## config.mk

```make
export PLATFORM = sky130hd
export DESIGN_NAME = zigzag_check_unit
export DESIGN_NICKNAME = d
export VERILOG_FILES = /design/src/rtl/zz_pkg.sv /design/src/rtl/zz_ctrl.sv /design/src/rtl/zz_dpath.sv /design/src/rtl/zigzag_check_unit.sv
export SDC_FILE = /design/constraint.sdc
export NUM_CORES = 1
export LEC_CHECK = 0
export BUFFER_PORTS_ARGS = -buffer_cell sky130_fd_sc_hd__buf_4
export CAP_MARGIN = 15
export CORE_MARGIN = 3
export CORE_UTILIZATION = 25
export DETAILED_ROUTE_END_ITERATION = 6
export REMOVE_ABC_BUFFERS = 1
export SYNTH_ARGS = -nofsm -noshare
export SYNTH_HDL_FRONTEND = slang
export SYNTH_SLANG_ARGS = --single-unit
export TNS_END_PERCENT = 1
```

## constraint.sdc

```tcl
create_clock -name clk -period 9.7 [get_ports clk]
set_input_delay 0.485 -clock clk [delete_from_list [all_inputs] [get_ports clk]]
set_output_delay 0.485 -clock clk [all_outputs]
set_load 0.05 [all_outputs]
```

## src/rtl/zz_pkg.sv

```systemverilog
package zz_pkg;

  typedef enum logic [1:0] {
    ST_IDLE,
    ST_LOAD,
    ST_EMIT,
    ST_FIN
  } zzState_e;

  // strobes from control to datapath
  typedef struct packed {
    logic startChk;  // accepted start: latch per-check operands
    logic seedMem;   // reload chain register (first check of a run)
    logic takeIn;    // absorb one information message
    logic emitOut;   // present one check-to-information message
    logic finish;    // present backward/app results, update chain register
  } zzStrobe_t;

endpackage

```

## src/rtl/zz_ctrl.sv

```systemverilog
module zz_ctrl
  import zz_pkg::*;
#(
  parameter int MAX_DEG = 8,
  parameter int Q       = 4,
  parameter int DEG_W   = $clog2(MAX_DEG + 1)
) (
  input  logic             clk,
  input  logic             rstN,
  input  logic             chkStart,
  input  logic [DEG_W-1:0] chkDeg,
  input  logic             inVld,
  output zzStrobe_t        strb,
  output logic [DEG_W-1:0] slot,
  output logic             idle
);

  localparam int GRP_W = (Q > 1) ? $clog2(Q) : 1;
  localparam logic [GRP_W-1:0] GRP_LAST = GRP_W'(Q - 1);
  localparam logic [DEG_W-1:0] DEG_MAX  = DEG_W'(MAX_DEG);

  zzState_e         state;
  logic [DEG_W-1:0] cnt;
  logic [DEG_W-1:0] degR;
  logic [DEG_W-1:0] effDeg;
  logic [GRP_W-1:0] grp;
  logic             atLast;

  always_comb begin
    if (chkDeg == '0)          effDeg = DEG_W'(1);
    else if (chkDeg > DEG_MAX) effDeg = DEG_MAX;
    else                       effDeg = chkDeg;
  end

  assign atLast = (cnt == degR - DEG_W'(1));
  assign idle   = (state == ST_IDLE);
  assign slot   = cnt;

  always_comb begin
    strb          = '0;
    strb.startChk = idle && chkStart;
    strb.seedMem  = idle && chkStart && (grp == '0);
    strb.takeIn   = (state == ST_LOAD) && inVld;
    strb.emitOut  = (state == ST_EMIT);
    strb.finish   = (state == ST_FIN);
  end

  always_ff @(posedge clk) begin
    if (!rstN) begin
      state <= ST_IDLE;
      cnt   <= '0;
      degR  <= DEG_W'(1);
      grp   <= '0;
    end else begin
      case (state)
        ST_IDLE: if (chkStart) begin
          degR  <= effDeg;
          cnt   <= '0;
          state <= ST_LOAD;
        end
        ST_LOAD: if (inVld) begin
          if (atLast) begin
            cnt   <= '0;
            state <= ST_EMIT;
          end else begin
            cnt <= cnt + DEG_W'(1);
          end
        end
        ST_EMIT: begin
          if (atLast) begin
            cnt   <= '0;
            state <= ST_FIN;
          end else begin
            cnt <= cnt + DEG_W'(1);
          end
        end
        ST_FIN: begin
          grp   <= (grp == GRP_LAST) ? '0 : grp + GRP_W'(1);
          state <= ST_IDLE;
        end
        default: state <= ST_IDLE;
      endcase
    end
  end


  fin_then_idle_chk: assert property (@(posedge clk) disable iff (!rstN)
    strb.finish |=> idle);


  busy_start_ignored_chk: assert property (@(posedge clk) disable iff (!rstN)
    (!idle && chkStart && !strb.finish) |=> ($stable(degR) && !idle));


  emit_after_load_chk: assert property (@(posedge clk) disable iff (!rstN)
    (strb.takeIn && atLast) |=> strb.emitOut);

endmodule

```

## src/rtl/zz_dpath.sv

```systemverilog
module zz_dpath
  import zz_pkg::*;
#(
  parameter int W          = 6,
  parameter int MAX_DEG    = 8,
  parameter int DEG_W      = $clog2(MAX_DEG + 1),
  parameter bit FIRST_UNIT = 1'b0
) (
  input  logic             clk,
  input  logic             rstN,
  input  zzStrobe_t        strb,
  input  logic [DEG_W-1:0] slot,
  input  logic             lastCheck,
  input  logic [W-1:0]     parLlr,
  input  logic [W-1:0]     bwdNext,
  input  logic [W-1:0]     inMsg,
  input  logic [W-1:0]     chainIn,
  output logic [W-1:0]     outMsg,
  output logic [W-1:0]     bwdMsg,
  output logic [W-1:0]     appMsg,
  output logic [W-1:0]     chainOut
);

  localparam int M_W = W - 1;
  localparam logic [M_W-1:0] MAG_MAX  = {M_W{1'b1}};
  localparam logic [W-1:0]   POS_MAX  = {1'b0, {M_W{1'b1}}};
  localparam logic [W-1:0]   NEG_MAX  = {1'b1, {(W-2){1'b0}}, 1'b1};
  localparam logic [W-1:0]   NEG_CODE = {1'b1, {M_W{1'b0}}};
  localparam logic signed [W:0] SUM_HI = {2'b00, {M_W{1'b1}}};
  localparam logic signed [W:0] SUM_LO = {2'b11, {(W-2){1'b0}}, 1'b1};

  function automatic logic [W-1:0] clampIn(input logic [W-1:0] x);
    return (x == NEG_CODE) ? NEG_MAX : x;
  endfunction

  function automatic logic [M_W-1:0] magOf(input logic [W-1:0] x);
    logic [W-1:0] n;
    n = ~x + W'(1);
    return x[W-1] ? n[M_W-1:0] : x[M_W-1:0];
  endfunction

  function automatic logic [M_W-1:0] minOf(input logic [M_W-1:0] a, input logic [M_W-1:0] b);
    return (a < b) ? a : b;
  endfunction

  function automatic logic [W-1:0] toMsg(input logic s, input logic [M_W-1:0] m);
    logic [W-1:0] v;
    v = {1'b0, m};
    return s ? (~v + W'(1)) : v;
  endfunction

  function automatic logic [W-1:0] satAdd(input logic [W-1:0] a, input logic [W-1:0] b);
    logic signed [W:0] s;
    s = $signed({a[W-1], a}) + $signed({b[W-1], b});
    if (s > SUM_HI)      return POS_MAX;
    else if (s < SUM_LO) return NEG_MAX;
    else                 return s[W-1:0];
  endfunction

  // per-check state
  logic [W-1:0]       memR;      // forward chain message
  logic [W-1:0]       parR;      // parity channel LLR
  logic [W-1:0]       bwdR;      // backward message of next check (0 at code end)
  logic [M_W-1:0]     min1, min2;
  logic [DEG_W-1:0]   minIdx;
  logic               sgnAcc;
  logic [MAX_DEG-1:0] signBuf;
  logic [MAX_DEG-1:0] signNext;

  logic [W-1:0]       seedVal;
  logic [W-1:0]       inC;
  logic [M_W-1:0]     inMag;

  generate
    if (FIRST_UNIT) begin : g_seedMax
      assign seedVal = POS_MAX;
    end else begin : g_seedChain
      assign seedVal = clampIn(chainIn);
    end
  endgenerate

  assign inC   = clampIn(inMsg);
  assign inMag = magOf(inC);

  always_comb begin
    signNext = signBuf;
    if (strb.takeIn) begin
      for (int g = 0; g < MAX_DEG; g++) begin
        if (DEG_W'(g) == slot) signNext[g] = inC[W-1];
      end
    end
  end

  always_ff @(posedge clk) begin
    if (!rstN) begin
      memR    <= POS_MAX;
      parR    <= '0;
      bwdR    <= '0;
      min1    <= MAG_MAX;
      min2    <= MAG_MAX;
      minIdx  <= '0;
      sgnAcc  <= 1'b0;
      signBuf <= '0;
    end else begin
      signBuf <= signNext;
      if (strb.startChk) begin
        parR   <= clampIn(parLlr);
        bwdR   <= lastCheck ? '0 : clampIn(bwdNext);
        min1   <= MAG_MAX;
        min2   <= MAG_MAX;
        minIdx <= '0;
        sgnAcc <= 1'b0;
        if (strb.seedMem) memR <= seedVal;
      end
      if (strb.takeIn) begin
        sgnAcc <= sgnAcc ^ inC[W-1];
        if (inMag < min1) begin
          min2   <= min1;
          min1   <= inMag;
          minIdx <= slot;
        end else if (inMag < min2) begin
          min2 <= inMag;
        end
      end
      if (strb.finish) memR <= fwdMsg;
    end
  end

  // parity-to-check message formed from latched operands
  logic [W-1:0]       pqMsg;
  logic [M_W-1:0]     pqMag, memMag, extraMag;
  logic               extraSgn;
  logic [MAX_DEG-1:0] signSh;
  logic               lrSgn;
  logic [M_W-1:0]     lrMag;
  logic [W-1:0]       fwdBox;
  logic [W-1:0]       fwdMsg;

  assign pqMsg    = satAdd(parR, bwdR);
  assign pqMag    = magOf(pqMsg);
  assign memMag   = magOf(memR);
  assign extraSgn = pqMsg[W-1] ^ memR[W-1];
  assign extraMag = minOf(pqMag, memMag);

  assign signSh = signBuf >> slot;
  assign lrSgn  = sgnAcc ^ signSh[0] ^ extraSgn;
  assign lrMag  = minOf((slot == minIdx) ? min2 : min1, extraMag);
  assign outMsg = toMsg(lrSgn, lrMag);

  assign bwdMsg = toMsg(sgnAcc ^ pqMsg[W-1], minOf(min1, pqMag));

  assign fwdBox   = toMsg(sgnAcc ^ memR[W-1], minOf(min1, memMag));
  assign fwdMsg   = satAdd(fwdBox, parR);
  assign appMsg   = satAdd(fwdMsg, bwdR);
  assign chainOut = memR;


  out_mag_bound_chk: assert property (@(posedge clk) disable iff (!rstN)
    strb.emitOut |-> (magOf(outMsg) <= memMag && magOf(outMsg) <= pqMag));


  bwd_mag_bound_chk: assert property (@(posedge clk) disable iff (!rstN)
    strb.finish |-> (magOf(bwdMsg) <= pqMag && magOf(bwdMsg) <= min1));


  no_neg_code_chk: assert property (@(posedge clk) disable iff (!rstN)
    (strb.emitOut || strb.finish) |-> (outMsg != NEG_CODE && appMsg != NEG_CODE
                                       && bwdMsg != NEG_CODE));


  chain_hold_chk: assert property (@(posedge clk) disable iff (!rstN)
    (!strb.seedMem && !strb.finish) |=> $stable(chainOut));

endmodule

```

## src/rtl/zigzag_check_unit.sv

```systemverilog
module zigzag_check_unit
  import zz_pkg::*;
#(
  parameter int W          = 6,
  parameter int MAX_DEG    = 8,
  parameter int Q          = 4,
  parameter bit FIRST_UNIT = 1'b0,
  parameter int DEG_W      = $clog2(MAX_DEG + 1)
) (
  input  logic             clk,
  input  logic             rstN,
  input  logic             chkStart,
  input  logic [DEG_W-1:0] chkDeg,
  input  logic             lastCheck,
  input  logic [W-1:0]     parLlr,
  input  logic [W-1:0]     bwdNext,
  input  logic             inVld,
  input  logic [W-1:0]     inMsg,
  input  logic [W-1:0]     chainIn,
  output logic             idle,
  output logic             outVld,
  output logic [W-1:0]     outMsg,
  output logic             doneVld,
  output logic [W-1:0]     bwdMsg,
  output logic [W-1:0]     appMsg,
  output logic [W-1:0]     chainOut
);

  zzStrobe_t        strb;
  logic [DEG_W-1:0] slot;

  zz_ctrl #(.MAX_DEG(MAX_DEG), .Q(Q), .DEG_W(DEG_W)) u_ctrl (
    .clk(clk), .rstN(rstN), .chkStart(chkStart), .chkDeg(chkDeg),
    .inVld(inVld), .strb(strb), .slot(slot), .idle(idle)
  );

  zz_dpath #(.W(W), .MAX_DEG(MAX_DEG), .DEG_W(DEG_W), .FIRST_UNIT(FIRST_UNIT)) u_dpath (
    .clk(clk), .rstN(rstN), .strb(strb), .slot(slot), .lastCheck(lastCheck),
    .parLlr(parLlr), .bwdNext(bwdNext), .inMsg(inMsg), .chainIn(chainIn),
    .outMsg(outMsg), .bwdMsg(bwdMsg), .appMsg(appMsg), .chainOut(chainOut)
  );

  assign outVld  = strb.emitOut;
  assign doneVld = strb.finish;

endmodule

```

; Word-level counts from Yosys, hierarchy flattened
; Index checks and enable logic that the tools add are counted.
; Widths: inputs -> output; s select.
[classes]
eq_ne = 21
n_reduce_logical = 23
mux = 49
n_addsub = 12
bitwise = 12
order_cmp = 13
shifts = 1
[ops]
columns = op, n
row1 = $mux 6, 17
row2 = $mux 5, 15
row3 = $mux 4, 8
row4 = $lt 5x5->1, 6
row5 = $eq 6x6->1 const B, 4
row6 = $add 6x6->7, 3
row7 = $gt 7x6->1 const B, 3
row8 = $lt 7x6->1 const B, 3
row9 = $reduce_and 2->1, 10
row10 = $add 6x1->6 const B, 3
row11 = $not 5->6, 3
row12 = $eq 3x4->1 const A, 4
row13 = $add 5x1->5 const B, 3
row14 = $not 5->5, 3
row15 = $pmux 4 s3, 1
row16 = $mux 2, 5
row17 = $eq 2x4->1 const A, 2
row18 = $eq 4x4->1, 2
row19 = $logic_not 4->1, 2
row20 = $pmux 2 s4, 1
row21 = $shr 8x4->1, 1
row22 = $eq 2x2->1 const B, 3
row23 = $reduce_bool 2->1, 3
row24 = $xor 1x1->1, 6
row25 = 14 further kinds, 20
[word_totals]
in_bits = 33
out_inout_bits = 27
ff_bits = 53
elab_cells = 150

; Longest topological paths before layout
[depth]
depth_word = 16
ltp_mapped = 35
mapped_depth_nobuf = 35

; By module
; Synthesis repeated with hierarchy kept, for this count alone.
[hier_totals]
cells_unflattened = 670
hier_area_um2 = 5220.0
[by_module_without_submodules]
columns = module, cells_per_inst, area_per_inst_um2, seq_area_each_um2, n_inst
row1 = zz_dpath, 581, 4441.8, 820.8, 1
row2 = zz_ctrl, 89, 778.2, 240.2, 1

; Worst setup path before layout
; OpenSTA, ideal clock, no wires.
[synth_timing]
kind = register to output
from = register u_dpath.bwdR[0]
to = output outMsg[4]
arrival_ps = 7640
path_stages_with_launch = 35
n_path_buf = 1
t_required_ps = 9215
setup_slack_ps = 1575
path_cell_list = dfxtp_1 > ha_1 > fa_1 > a211oi_1 > o211a_1 > or2_1 > clkbuf_1 > nand3_1 > a21oi_1 > ha_1 > o211ai_1 > o21a_1 > o32a_1 > ha_1 > nor2_1 > o31a_1 > a31oi_2 > and2_1 > o21ai_0 > ha_1 > a21o_1 > a21o_1 > a21oi_1 > inv_1 > a41oi_1 > nand2b_1 > a21oi_1 > or2_1 > nor2_1 > inv_1 > ha_1 > and3_1 > o31ai_1 > o211ai_1 > xor2_1
[synth_between]
elab_chain_len = 14
elab_cells_between_ends = 17
cone_classes = add/sub (3) / order compare (4) / mux (6) / bitwise (4)
[synth_rtl]
columns = element, line_no
row1 = from (decl), zz_dpath.sv:63  ; logic [W-1:0] bwdR;
row2 = from (signal assigned), zz_dpath.sv:108  ; bwdR <= lastCheck ? '0 : clampIn(bwdNext);
row3 = $add 6x6->7 *, zz_dpath.sv:54  ; s = $signed({a[W-1], a}) + $signed({b[W-1], b});
row4 = $lt 7x6->1, zz_dpath.sv:56  ; else if (s < SUM_LO) return NEG_MAX;
row5 = $mux 6, zz_dpath.sv:56
row6 = $mux 6 *, zz_dpath.sv:55  ; if (s > SUM_HI) return POS_MAX;
row7 = $not 5->5, zz_dpath.sv:38  ; n = ~x + W'(1);
row8 = $add 5x1->5, zz_dpath.sv:38
row9 = $mux 5, zz_dpath.sv:39  ; return x[W-1] ? n[M_W-1:0] : x[M_W-1:0];
row10 = $lt 5x5->1, zz_dpath.sv:43  ; return (a < b) ? a : b;
row11 = $mux 5, zz_dpath.sv:43
row12 = $lt 5x5->1, zz_dpath.sv:43
row13 = $mux 5, zz_dpath.sv:43
row14 = $not 5->6, zz_dpath.sv:49  ; return s ? (~v + W'(1)) : v;
row15 = $add 6x1->6, zz_dpath.sv:49
row16 = $mux 6 *, zz_dpath.sv:49
row17 = to (decl), zigzag_check_unit.sv:22  ; output logic [W-1:0] outMsg,
; Every way passes the cells marked *; elsewhere a longest branch is shown, timed or not.

; Worst setup path in the final report
[layout_timing]
from = register u_dpath.memR[0] (netlist: u_dpath.chainOut[0])
to = output appMsg[2]
[layout_between]
elab_chain_len = 16
elab_cells_between_ends = 18
cone_classes = add/sub (4) / order compare (5) / mux (7) / bitwise (2)
[layout_rtl]
columns = element, line_no
row1 = from (decl), zz_dpath.sv:61  ; logic [W-1:0] memR;
row2 = from (signal assigned), zz_dpath.sv:113  ; if (strb.seedMem) memR <= seedVal;
row3 = from (signal assigned), zz_dpath.sv:125  ; if (strb.finish) memR <= fwdMsg;
row4 = $not 5->5, zz_dpath.sv:38
row5 = $add 5x1->5, zz_dpath.sv:38
row6 = $mux 5 *, zz_dpath.sv:39
row7 = $lt 5x5->1, zz_dpath.sv:43
row8 = $mux 5 *, zz_dpath.sv:43
row9 = $not 5->6, zz_dpath.sv:49
row10 = $add 6x1->6, zz_dpath.sv:49
row11 = $mux 6 *, zz_dpath.sv:49
row12 = $add 6x6->7 *, zz_dpath.sv:54
row13 = $lt 7x6->1, zz_dpath.sv:56
row14 = $mux 6, zz_dpath.sv:56
row15 = $mux 6 *, zz_dpath.sv:55
row16 = $add 6x6->7 *, zz_dpath.sv:54
row17 = $lt 7x6->1, zz_dpath.sv:56
row18 = $mux 6, zz_dpath.sv:56
row19 = $mux 6 *, zz_dpath.sv:55
row20 = to (decl), zigzag_check_unit.sv:25  ; output logic [W-1:0] appMsg,
; Marks and branches as above.

==> reports/metrics.yaml <==
final-instance-count-excl-fill: 969
synth-main-ff-cell: "sky130_fd_sc_hd__dfxtp_1"
worst_setup_hold_path_clk_slew_ns: 0.07
worstSetupStartpoint: "u_dpath.chainOut[0]"
boundaryPins: 60
final_hold_viol_count: 0
asr_flop_ratio_synth_pct: 0
routabilityCongestion: 0.8297
post_route_cells_drive_above_1_share_pct: 12.50
multi_input_comb_area_mm2: 0.003821
layout.cells.most_common: "sky130_fd_sc_hd__nor2_1"
grt_use_met2_pct: 18.05
slew_headroom_pct: 30.77
die_h_um: 149.8
cp_slowest_stage_delay_ns: 0.59
initial_core_util_pct: 25.96
post_cts_resize_count: 0
hold_buffers: 0
cts_tree: "done"
timing.rr.start: "u_dpath.chainOut[0]"
placed_cells_incl_taps: 961
clock_tree_root_driver_cell: "sky130_fd_sc_hd__clkbuf_16"
synth_seq_cells: 53
cts_inserted_buffers: 5
yosys.cell_types.count: 69
routed_via_density: 4.836
filler_cell_count: 2159
setup_total_negative_slack_ns: 0
finish.net_count: 794
sequential_cell_area_mm2: 0.001061
seq_area_frac_synth_pct: 20.53
post_cts_buffers: 0
die-area_mm2: 0.02243
hold-worst-slack_ns: 0.4645
gr-usage-all-layers_pct: 11.71
area_delta_synth_final_pct: 15.91
critical_path.reg2reg.endpoint: "u_dpath.chainOut[1]"
grt_pass1_vias: 4431
synth.yosys.warnings: 0
regToRegSetupSlack_ns: 3.55
portBuffers: 59
least_margin_pin_slew_ns: 1.036
die_x_um: 149.8
grtUsageMet3_pct: 1.787
synth_enable_flop_cells: 0
routed-via-count: 4686
drc: 0
number_of_antenna_repair_diodes: 0
most-common-layout-cells: "sky130_fd_sc_hd__nor2_1 (64), sky130_fd_sc_hd__nand2_1 (61), sky130_fd_sc_hd__buf_4 (60)"
worst_path_most_repeated_cell: "sky130_fd_sc_hd__inv_1"
path_category_of_the_worst_min_delay_check: "input port to register"
max_cap_violations: 0
report.final.slew_viol_count: 0
max_clock_freq_mhz: 119.1
placeableCoreArea_mm2: 0.01991
fin_crit_ns: 8.393
critical_path.startpoint_type: "register"
clkSinkCount: 53
grt_antenna_before_repair: 0
synthesis.area_per_instance_um2: 7.794
hold_depth: 2
reg2regPathDepth: 26
post-dp-hpwl_mm: 10.58
crit_required_ns: 9.22
number_of_buffers_on_the_longest_clock_path: 2
unrepaired_setup_endpoints_after_global_routing: "false"
antenna_left: 0
setup-violations-final: 0
hold_path_end: "u_ctrl.degR[0]"
drt-wirelength-per-cell_um: 13.84
cts.htree.levels: 2
setup.worst_path.class: "register to primary output"
skew_ns: 0.01121
crit_path_max_fo: 9
drt-total-wl_mm: 13.41
syn_area_mm2: 0.005167
post-route-period-util_pct: 86.52
std_cell_rows: 51
crit_path_dat_ns: 7.91
grt_first_pass_wirelength_mm: 21.76
grt-busiest-layer: "met2"
insertion_delay_ns: 0.29
grt_use_met1_pct: 17.47
setup.worst_path.end_class: "primary output"
drt-pass1-iter-count: 5
status: "completed"
syn_inst: 663
gr-total-overflow: 0
hold_path.startpoint: "chkDeg[3]"
drt_iter0_markers: 364
slowest_cell_on_the_critical_path: "sky130_fd_sc_hd__dfxtp_1"
grt_max_degree: 51
final_area_mm2: 0.005989
placed_area_mm2: 0.005846
-- worst max-delay path, delay by kind of cell (launching register included) --
family | cells | cell delay (ns)
and+or+nand+nor | 5 | 0.50
muxes | 2 | 0.24
adders and majority gates | 8 | 2.82
xor gates and xnor gates | 1 | 0.24
buffers and inverters | 6 | 0.80
AOI/OAI and AO/OA | 11 | 2.41
DFF | 1 | 0.59
-- metal layers --
layer	share of wire, %	vias up
met5	0	-
met2	43	92
met1	51	2164
met3	5.1	9
met4	0.95	0
li1	-	2421
-- registers in the layout, indices dropped and copies added, names as in the netlist, 2 cells and up --
name / flops
u_dpath.chainOut: 6
u_dpath.minIdx: 4
u_dpath.min2: 5
u_ctrl.grp: 2
u_ctrl.slot: 4
u_dpath.bwdR: 6
u_dpath.parR: 6
u_dpath.min1: 5
u_dpath.signBuf: 8
u_ctrl.state: 2
u_ctrl.degR: 4
-- worst max-delay path by stage --
stage,to,cells after the start,slack (ns)
final,appMsg[2],33,1.31
after CTS,appMsg[2],33,1.33
after global routing,appMsg[2],33,0.66
after detailed placement,appMsg[2],33,1.65
after global placement,appMsg[2],33,1.75
after floorplan,appMsg[1],32,1.58
-- Yosys cell counts, drive strengths merged (3+ instances only) --
cell    instances  area [um^2]
nand2          61        229.0
nand2b         10        62.56
dfxtp          53         1061
mux2i          24        240.2
nor4            4        25.02
a211oi          6        45.04
o21bai          3        22.52
o211ai         11        87.58
a21oi          44        220.2
o21ai          32        163.9
and3           10        67.56
nor2           64        240.2
buf             3        13.76
xor2           16        140.1
maj3            6        60.06
nor2b          20        125.1
or3             3        18.77
a21boi         14        105.1
ha             55        688.2
a21o            9        67.56
clkbuf         24        90.09
nand3b          8        60.06
o31ai           4        30.03
o21a            8        67.56
mux2            8        101.3
a31oi          12        81.33
nand4           3        18.77
and2            5        31.28
inv            46        172.7
nand3          16        80.08
xnor2          29        254.0
fa              3        60.06
nor3           12        60.06
-- area by class of cell --
class | count | share of cell area, %
Inverter | 47 | 3.029
Sequential cell | 53 | 17.71
Timing Repair Buffer | 60 | 7.520
Clock buffer | 6 | 2.152
Clock inverter | 2 | 0.2507
Tap cell | 265 | 5.536
Multi-Input combinational cell | 536 | 63.80
-- metrics by stage --
stage	utilization (%)	setup WS, ns
3_3_place_gp	29.36	1.749
5_1_grt	30.08	0.6603
3_5_place_dp	29.36	1.648
2_1_floorplan	-	1.579
4_1_cts	30.08	1.327
6_report	30.08	1.307
-- cells by family (layout without fill, tap and decap cells) --
group / count (synthesis) / count (layout) / share of synthesized area, %
muxes: 34 / 34 / 7.482
buffers and inverters: 74 / 115 / 5.521
DFF: 53 / 53 / 20.53
AOI/OAI and AO/OA: 168 / 168 / 21.86
and+or+nand+nor: 225 / 225 / 21.33
adders and majority gates: 64 / 64 / 15.64
xor gates and xnor gates: 45 / 45 / 7.627
Power is not shown: default switching activity piles up to over one toggle a cycle in this logic, so the estimate is an artifact.
